<file path="src/rtl/masked_irq_pkg.sv">
package masked_irq_pkg;
  typedef enum logic [1:0] {
    SEL_NONE = 2'd0,
    SEL_VEC  = 2'd1,
    SEL_MASK = 2'd2
  } reg_sel_e;

  localparam int unsigned VEC_SHIFT = 2;
endpackage

</file>
<file path="src/rtl/irq_reg_decode.sv">
module irq_reg_decode
  import masked_irq_pkg::*;
#(
  parameter int unsigned ADDR_W    = 4,
  parameter int unsigned VEC_OFFS  = 0,
  parameter int unsigned MASK_OFFS = 2
) (
  input  logic              req_i,
  input  logic [ADDR_W-1:0] addr_i,
  output reg_sel_e          sel_o
);
  always_comb begin
    sel_o = SEL_NONE;
    if (req_i) begin
      if (addr_i == ADDR_W'(VEC_OFFS))       sel_o = SEL_VEC;
      else if (addr_i == ADDR_W'(MASK_OFFS)) sel_o = SEL_MASK;
    end
  end
endmodule

</file>
<file path="src/rtl/irq_src_latch.sv">
module irq_src_latch #(
  parameter int unsigned N_SRC = 16
) (
  input  logic             clk_i,
  input  logic             rst_ni,
  input  logic [N_SRC-1:0] lines_i,
  output logic [N_SRC-1:0] src_q_o
);
  logic live_q;

  always_ff @(posedge clk_i or negedge rst_ni) begin
    if (!rst_ni) begin
      src_q_o <= '0;
      live_q  <= 1'b0;
    end else begin
      src_q_o <= lines_i;
      live_q  <= 1'b1;
    end
  end


  src_follow_chk: assert property (@(posedge clk_i) disable iff (!rst_ni)
    live_q |-> (src_q_o == $past(lines_i)));
endmodule

</file>
<file path="src/rtl/irq_mask_reg.sv">
module irq_mask_reg #(
  parameter int unsigned           DATA_W   = 16,
  parameter logic [DATA_W-1:0]     MASK_RST = 16'h0010
) (
  input  logic                clk_i,
  input  logic                rst_ni,
  input  logic                wr_en_i,
  input  logic [DATA_W/8-1:0] be_i,
  input  logic [DATA_W-1:0]   wdata_i,
  output logic [DATA_W-1:0]   mask_q_o,
  output logic [DATA_W-1:0]   mask_d_o
);
  localparam int unsigned NB = DATA_W / 8;

  for (genvar b = 0; b < NB; b++) begin : g_byte
    assign mask_d_o[b*8 +: 8] = (wr_en_i && be_i[b]) ? wdata_i[b*8 +: 8]
                                                     : mask_q_o[b*8 +: 8];
  end

  always_ff @(posedge clk_i or negedge rst_ni) begin
    if (!rst_ni) mask_q_o <= MASK_RST;
    else         mask_q_o <= mask_d_o;
  end


  mask_hold_chk: assert property (@(posedge clk_i) disable iff (!rst_ni)
    !wr_en_i |=> $stable(mask_q_o));


  byte_keep_chk: assert property (@(posedge clk_i) disable iff (!rst_ni)
    (wr_en_i && !be_i[0]) |=> (mask_q_o[7:0] == $past(mask_q_o[7:0])));
endmodule

</file>
<file path="src/rtl/irq_prio_vec.sv">
module irq_prio_vec
  import masked_irq_pkg::*;
#(
  parameter int unsigned N_SRC  = 16,
  parameter int unsigned DATA_W = 16
) (
  input  logic [N_SRC-1:0]  pend_i,
  output logic [DATA_W-1:0] vec_o,
  output logic              any_o
);
  localparam int unsigned IDX_W = $clog2(N_SRC);

  logic [IDX_W-1:0] idx;
  logic [IDX_W:0]   num;

  always_comb begin
    idx = '0;
    for (int i = N_SRC - 1; i >= 0; i--) begin
      if (pend_i[i]) idx = IDX_W'(i);
    end
  end

  assign any_o = |pend_i;
  assign num   = {1'b0, idx} + 1'b1;
  assign vec_o = any_o ? (DATA_W'(num) << VEC_SHIFT) : '0;

  int unsigned chk_idx;
  always_comb begin
    chk_idx = (32'(vec_o) >> VEC_SHIFT) - 1;

    if (pend_i == '0) begin
      vec_zero_chk: assert (vec_o == '0);
    end

    if (pend_i != '0) begin
      vec_lowest_chk: assert (vec_o[1:0] == 2'b00 && chk_idx < N_SRC &&
                              pend_i[chk_idx[IDX_W-1:0]] &&
                              ((pend_i & ((N_SRC'(1) << chk_idx[IDX_W-1:0]) - 1'b1)) == '0));
    end
  end
endmodule

</file>
<file path="src/rtl/masked_prio_irq.sv">
module masked_prio_irq
  import masked_irq_pkg::*;
#(
  parameter int unsigned       N_SRC     = 16,
  parameter int unsigned       DATA_W    = 16,
  parameter int unsigned       ADDR_W    = 4,
  parameter int unsigned       VEC_OFFS  = 0,
  parameter int unsigned       MASK_OFFS = 2,
  parameter logic [DATA_W-1:0] MASK_RST  = 16'h0010
) (
  input  logic                clk_i,
  input  logic                rst_ni,
  input  logic [N_SRC-1:0]    irq_lines_i,
  input  logic                req_i,
  input  logic                we_i,
  input  logic [ADDR_W-1:0]   addr_i,
  input  logic [DATA_W/8-1:0] be_i,
  input  logic [DATA_W-1:0]   wdata_i,
  output logic [DATA_W-1:0]   rdata_o,
  output logic                cpu_irq_o
);
  reg_sel_e          sel;
  logic              mask_wr;
  logic [DATA_W-1:0] mask_q, mask_d, vec;
  logic [N_SRC-1:0]  src_q, pend;
  logic              any_pend;

  irq_reg_decode #(
    .ADDR_W(ADDR_W), .VEC_OFFS(VEC_OFFS), .MASK_OFFS(MASK_OFFS)
  ) u_dec (
    .req_i(req_i), .addr_i(addr_i), .sel_o(sel)
  );

  assign mask_wr = we_i && (sel == SEL_MASK);

  irq_mask_reg #(.DATA_W(DATA_W), .MASK_RST(MASK_RST)) u_mask (
    .clk_i(clk_i), .rst_ni(rst_ni), .wr_en_i(mask_wr), .be_i(be_i),
    .wdata_i(wdata_i), .mask_q_o(mask_q), .mask_d_o(mask_d)
  );

  irq_src_latch #(.N_SRC(N_SRC)) u_src (
    .clk_i(clk_i), .rst_ni(rst_ni), .lines_i(irq_lines_i), .src_q_o(src_q)
  );

  assign pend = src_q & mask_q[N_SRC-1:0];

  irq_prio_vec #(.N_SRC(N_SRC), .DATA_W(DATA_W)) u_prio (
    .pend_i(pend), .vec_o(vec), .any_o(any_pend)
  );

  // request computed from next-state values so it lands with src/mask
  always_ff @(posedge clk_i or negedge rst_ni) begin
    if (!rst_ni) cpu_irq_o <= 1'b0;
    else         cpu_irq_o <= |(irq_lines_i & mask_d[N_SRC-1:0]);
  end

  always_comb begin
    unique case (sel)
      SEL_VEC:  rdata_o = vec;
      SEL_MASK: rdata_o = mask_q;
      default:  rdata_o = '0;
    endcase
  end


  irq_level_chk: assert property (@(posedge clk_i) disable iff (!rst_ni)
    cpu_irq_o == any_pend);


  other_read_chk: assert property (@(posedge clk_i) disable iff (!rst_ni)
    (req_i && addr_i != ADDR_W'(VEC_OFFS) && addr_i != ADDR_W'(MASK_OFFS)) |-> (rdata_o == '0));
endmodule

</file>
<file path="config.mk">
export PLATFORM = sky130hd
export DESIGN_NAME = masked_prio_irq
export DESIGN_NICKNAME = d
export VERILOG_FILES = /design/src/rtl/masked_irq_pkg.sv /design/src/rtl/irq_reg_decode.sv /design/src/rtl/irq_src_latch.sv /design/src/rtl/irq_mask_reg.sv /design/src/rtl/irq_prio_vec.sv /design/src/rtl/masked_prio_irq.sv
export SDC_FILE = /design/constraint.sdc
export NUM_CORES = 1
export LEC_CHECK = 0
export CAP_MARGIN = 20
export CORE_MARGIN = 10
export CORE_UTILIZATION = 44
export CTS_CLUSTER_DIAMETER = 40
export CTS_CLUSTER_SIZE = 25
export DETAILED_ROUTE_END_ITERATION = 12
export PLACE_DENSITY = 0.8
export SYNTH_ARGS = -nofsm -noshare
export SYNTH_HDL_FRONTEND = slang
export SYNTH_SLANG_ARGS = --single-unit
export TNS_END_PERCENT = 50
</file>
<file path="constraint.sdc">
create_clock -name clk_i -period 3.1 [get_ports clk_i]
set_clock_uncertainty 0.2 [all_clocks]
set_input_delay 0.62 -clock clk_i [delete_from_list [all_inputs] [get_ports clk_i]]
set_output_delay 0.62 -clock clk_i [all_outputs]
set_load 0.005 [all_outputs]
</file>
== Word-level counts from Yosys, hierarchy flattened ==
Index checks and enable logic that the tools add are counted.

* Bitwise gates (word level): 2
* Add/sub/neg operators: 1
* Equal/unequal tests: 3
* Reduce and logical (&&, ||, !) cells: 6
* Multiplexer cells: 23

{| class="wikitable"
|+ Operators by type and width
! kind !! count
|-
| 4-bit 2-to-1 mux || 16
|-
| 16-bit bitwise AND || 2
|-
| 16-bit one-hot mux with 2 select lines || 1
|-
| 16-bit OR reduction || 2
|-
| 8-bit 2-to-1 mux || 2
|-
| 7-bit 2-to-1 mux || 1
|-
| 2-bit 2-to-1 mux || 3
|-
| 4-bit by 1-bit adder with 5-bit output (second input constant) || 1
|-
| 4-bit by 2-bit equality test with 1-bit output (second input constant) || 1
|-
| 4-bit zero test || 1
|-
| 1-bit logical AND || 3
|-
| 2-bit by 1-bit equality test with 1-bit output (second input constant) || 1
|-
| 2-bit equality test (second input constant) || 1
|}

* Bits in registers: 33
* Output and inout port bits: 17
* Bits of input ports: 42
* Logic and storage cells: 38

== Logic depth before layout (Yosys ltp) ==
* Depth after elaboration: 20
* Mapped depth: 9
* Mapped depth without buffers: 9

== Hierarchy ==
From an unflattened synthesis, not the netlist that was laid out.

* Cells, all modules: 179
* Area, all modules: 1903.1 µm²

{| class="wikitable"
|+ By module, submodules not included
! module !! cells each !! times used !! sequential area each (µm²) !! area each (µm²)
|-
| irq_mask_reg || 34 || 1 || 401.6 || 594.3
|-
| masked_prio_irq || 69 || 1 || 25.0 || 488.0
|-
| irq_src_latch || 16 || 1 || 400.4 || 400.4
|-
| irq_prio_vec || 57 || 1 || 0.0 || 370.4
|-
| irq_reg_decode || 3 || 1 || 0.0 || 50.0
|}

== Least setup slack after synthesis ==
No wires, ideal clock.

* Kind: input -> output
* Start: input addr_i[0]
* End: output rdata_o[0]
* Stages on the path: 5
* Slack: 0.311 ns
* Data required time: 2.280 ns
* Buffers on the path: 2
* Data arrival time: 1.969 ns
* Path through: or4b_1 -> buf_6 -> nor2_1 -> clkbuf_1 -> and2_1

* Word-level cells in the longest chain between the ends: 6
* Elaborated cells between the ends (all ways): 8
* Classes of those cells: eq/ne (3); mux (4); reduce/logical (1)

{| class="wikitable"
|+ Ends and longest elaborated chain
! what !! RTL line !! source
|-
| from (decl) || masked_prio_irq.sv:16 || <nowiki>input logic [ADDR_W-1:0] addr_i,</nowiki>
|-
| 4-bit by 2-bit equality test with 1-bit output || irq_reg_decode.sv:16 || <nowiki>else if (addr_i == ADDR_W'(MASK_OFFS)) sel_o = SEL_MASK;</nowiki>
|-
| 2-bit 2-to-1 mux || irq_reg_decode.sv:16 ||
|-
| 2-bit 2-to-1 mux (*) || irq_reg_decode.sv:15 || <nowiki>if (addr_i == ADDR_W'(VEC_OFFS)) sel_o = SEL_VEC;</nowiki>
|-
| 2-bit 2-to-1 mux (*) || irq_reg_decode.sv:14 || <nowiki>if (req_i) begin</nowiki>
|-
| 2-bit equality test or 2-bit by 1-bit equality test with 1-bit output (tied branches) || masked_prio_irq.sv:58 || <nowiki>unique case (sel)</nowiki>
|-
| 16-bit one-hot mux with 2 select lines (*) || masked_prio_irq.sv:58 ||
|-
| to (decl) || masked_prio_irq.sv:19 || <nowiki>output logic [DATA_W-1:0] rdata_o,</nowiki>
|}

Mark *: on every way between the ends. The rest lies on a longest branch, timed or not.

== Worst setup path after layout ==
* Start: input addr_i[2]
* End: register cpu_irq_o

* Word-level cells in the longest chain between the ends: 10
* Elaborated cells between the ends (all ways): 13
* Classes of those cells: eq/ne (2); mux (5); bitwise (1); reduce/logical (5)

{| class="wikitable"
|+ Ends and longest elaborated chain
! what !! RTL line !! source
|-
| 4-bit by 2-bit equality test with 1-bit output || irq_reg_decode.sv:16 ||
|-
| 2-bit 2-to-1 mux || irq_reg_decode.sv:16 ||
|-
| 2-bit 2-to-1 mux (*) || irq_reg_decode.sv:15 ||
|-
| 2-bit 2-to-1 mux (*) || irq_reg_decode.sv:14 ||
|-
| 2-bit equality test (*) || masked_prio_irq.sv:34 || <nowiki>assign mask_wr = we_i && (sel == SEL_MASK);</nowiki>
|-
| 1-bit logical AND (*) || masked_prio_irq.sv:34 ||
|-
| 1-bit logical AND (*) || irq_mask_reg.sv:16 || <nowiki>assign mask_d_o[b*8 +: 8] = (wr_en_i && be_i[b]) ? wdata_i[b*8 +: 8]</nowiki>
|-
| 8-bit 2-to-1 mux (*) || irq_mask_reg.sv:16 ||
|-
| named net mask_d[14] || masked_prio_irq.sv:24 || <nowiki>logic [DATA_W-1:0] mask_q, mask_d, vec;</nowiki>
|-
| 16-bit bitwise AND (*) || masked_prio_irq.sv:54 || <nowiki>else cpu_irq_o <= |(irq_lines_i & mask_d[N_SRC-1:0]);</nowiki>
|-
| 16-bit OR reduction (*) || masked_prio_irq.sv:54 ||
|-
| to (signal assigned) || masked_prio_irq.sv:54 ||
|-
| to (decl) || masked_prio_irq.sv:20 || <nowiki>output logic cpu_irq_o</nowiki>
|}

Mark *: on every way through the listed nets, which the timed path passes. The rest lies on a longest branch.

==> flow_metrics.env <==
export IMPL_status="completed"
export IMPL_p_comb_share_pct=26.3
export IMPL_grt_max_degree=34
export IMPL_netlist_instances=140
export IMPL_yosysWarnings=0
export IMPL_period_share_pct=98.2
export IMPL_intPower_w=0.000825
export IMPL_hold_viol=0
export IMPL_drtPass1Iterations=4
export IMPL_final_cell_area_um2=2560
export IMPL_synthTopCellsByCount="dfrtp_1 (32), nand2_1 (20), mux2_2 (15)"
export IMPL_p_leak_nw=1.21
export IMPL_grt_overflow_total=0
export IMPL_chipWidth_um=80.9
export IMPL_worstPathRequired_ns=3.05
export IMPL_io_buffer_count=58
export IMPL_antenna_found_initial=0
export IMPL_worst_slew_pin_slew_ns=0.460
export IMPL_dieArea_um2=6540
export IMPL_cts_buffer_depth=2
export IMPL_synth_area_leaders="dfrtp_1 (49%), mux2_2 (10%), nand2_1 (4.6%)"
export IMPL_grt_usage_pct=16.1
export IMPL_fin_cells=272
export IMPL_final_nets=266
export IMPL_netlist_area_um2=1630
export IMPL_synth_flop_cell="dfrtp_1"
export IMPL_dp_hpwl_mm=3.95
export IMPL_clk_latency_ns=0.29
export IMPL_place_area_um2=2370
export IMPL_diodes=0
export IMPL_min_period_ns=3.04
export IMPL_regToRegEndpoint="cpu_irq_o$_DFF_PN0_"
export IMPL_syn_avg_cell_area_um2=11.7
export IMPL_synth_most_common_cell="dfrtp_1"
export IMPL_setup_viol=0
export IMPL_worstPathArrival_ns=2.99
export IMPL_rsz0062_at_grt="yes"
export IMPL_dr_total_vias=1506
export IMPL_rr_startpoint="u_mask.mask_q_o[15]$_DFF_PN0_"
export IMPL_wire_per_inst_um=18.9
export IMPL_worstSetupStartpointType="input port"
export IMPL_core_um2=3630
export IMPL_utilization_pct=70.4
export IMPL_swShare_pct=28.7
export IMPL_cp_max_fo=4
export IMPL_peakVddDrop_uv=353
export IMPL_gp_congestion=0.855
export IMPL_synth_top_cell_area_share_pct=49.1
export IMPL_place_inst=258
export IMPL_num_io_pins=59
export IMPL_crit_path_end_kind="flip-flop"
export IMPL_hold_class="reg -> reg"
export IMPL_clock_sinks=33
export IMPL_crit_type="in -> reg"
export IMPL_p_clk_share_pct=28.9
export IMPL_drcViolationCount=0
export IMPL_slew_limit_headroom_pct=69.3
export IMPL_yosysTopAreaCell="dfrtp_1"
export IMPL_cts_tree="done"
export IMPL_seq_area_frac_synth_pct=50.7
export IMPL_yosysUniqueCellTypes=33
export IMPL_cts_max_level=2
export IMPL_hold_depth=1
export IMPL_drive_gt1_share_pct=29.0
export IMPL_ff2ff_path_depth=7
export IMPL_initial_core_util_pct=44.9
export IMPL_vias_per_cell=5.54
export IMPL_max_cap_violations=0
export IMPL_antenna_left=0
export IMPL_grt_pass1_vias=1647
export IMPL_clk_pin_slew_worst_paths_ns=0.06
export IMPL_drv_slew=0
export IMPL_synth_nets=183
export IMPL_die_y_um=80.9
export IMPL_power_density_nw_per_um2=452
export IMPL_syn_to_final_growth_pct=56.8
export IMPL_max_freq_mhz=328
export IMPL_synth_edf_count=0
export IMPL_reg2reg_setup_slack_ns=1.05
export IMPL_root_buffer="clkbuf_8"
export IMPL_min_to="u_mask.mask_q_o[7]$_DFF_PN0_"
export IMPL_hp_start="u_mask.mask_q_o[7]$_DFF_PN0_"
export IMPL_drt_initial_drc_count=155
export IMPL_synthArstFlopShare_pct=100
export IMPL_power_frac_seq_pct=44.7
export IMPL_synth_seq_cells=33
export IMPL_rows=22
export IMPL_grt_pass1_wl_mm=8.09
export IMPL_routed_wl_mm=5.13
export IMPL_numCtsBuffers=5
export IMPL_p_switching_w=0.000331
## worst max path at each step
stage                                   from  slack (ns)                   to  cells after the start
2_1_floorplan                      addr_i[0]        0.31           rdata_o[0]                      5
3_3_place_gp                       addr_i[0]       -0.50           rdata_o[5]                      8
3_5_place_dp                       addr_i[0]       -0.59           rdata_o[5]                      7
4_1_cts                            addr_i[3]       -0.02          rdata_o[10]                      6
5_1_grt        u_mask.mask_q_o[12]$_DFF_PN0_       -0.05           rdata_o[4]                     10
6_report                           addr_i[2]        0.06  cpu_irq_o$_DFF_PN0_                     10
## power groups by stage
stage | sequential [W] | combinational, W | clock (W)
global placement | 0.000516 | 0.000273 | 0
floorplan | 0.000509 | 0.000148 | 0
finish | 0.000517 | 0.000304 | 0.000335
CTS | 0.000513 | 0.000289 | 0.000344
global route | 0.000522 | 0.000333 | 0.000366
detailed placement | 0.000519 | 0.000284 | 0
## cell type report
cell class              instances  area (um^2)
clock inverters                 1         7.51
well taps                      48         60.1
inverters                       2         7.51
flip-flops and latches         33          828
repair buffers                 78          724
multi-input cells             103          845
clock buffers                   7         86.3
fillers                       273         1070
## layer usage
metal	routed length [um]	part of all wire (%)	GRT usage (%)
met4	102	2.0	7.44
met1	1970	38	17.3
met5	0	0	0
met3	396	7.7	6.07
met2	2660	52	27.5
## repair_timing
item / 4_1_cts / 5_1_grt
hold endpoints to repair: 0 / 0
buffers inserted: 4 / 3
gates cloned: 0 / 0
pin swaps: 4 / 10
setup endpoints to repair: 17 / 7
hold buffers: 0 / 0
gates resized for setup: 41 / 14
## per-stage QoR
| stage | total power (W) | hold slack, ns | TNS, ns | setup slack (ns) |
|---|---|---|---|---|
| 2_1_floorplan | 0.000657 | 0.124 | 0 | 0.311 |
| 3_3_place_gp | 0.000789 | 0.342 | -6.98 | -0.504 |
| 3_5_place_dp | 0.000803 | 0.338 | -7.85 | -0.595 |
| 4_1_cts | 0.00115 | 0.357 | -0.0244 | -0.0164 |
| 5_1_grt | 0.00122 | 0.393 | -0.0707 | -0.0545 |
| 6_report | 0.00116 | 0.371 | 0 | 0.0551 |
## cell usage in the layout (no fill, tap or decap), types with 4 or more instances in the layout
cell / n
a22o_1: 5
dlygate4sd2_1: 15
and2_1: 11
dfrtp_1: 31
nand3_1: 4
nand2_1: 18
clkdlybuf4s50_1: 38
clkbuf_8: 6
o21ai_1: 4
buf_4: 16
a22oi_1: 4
mux2_2: 14
## state kept, by name, summed over array words and instances, names as in the netlist
register and count:
cpu_irq_o 1, u_src.src_q_o 16, u_mask.mask_q_o 16
## cells by family after synthesis
group	Yosys count	synth area share [%]
and+or+nand+nor	49	17.7
AOI/OAI and AO/OA	34	16.6
buffers and inverters	4	1.38
muxes	18	12.3
adders and majority gates	1	0.767
DFF	33	50.7
xor gates and xnor gates	1	0.537
## critical path, stage by stage
cell and delay, ns:
dlygate4sd2_1 0.23, or4b_4 0.56, buf_6 0.15, buf_4 0.15, buf_4 0.15, nor2_8 0.13
buf_12 0.12, mux2_2 0.33, a221oi_1 0.41, nand3_1 0.13
Power figures use the tool's default switching activity.
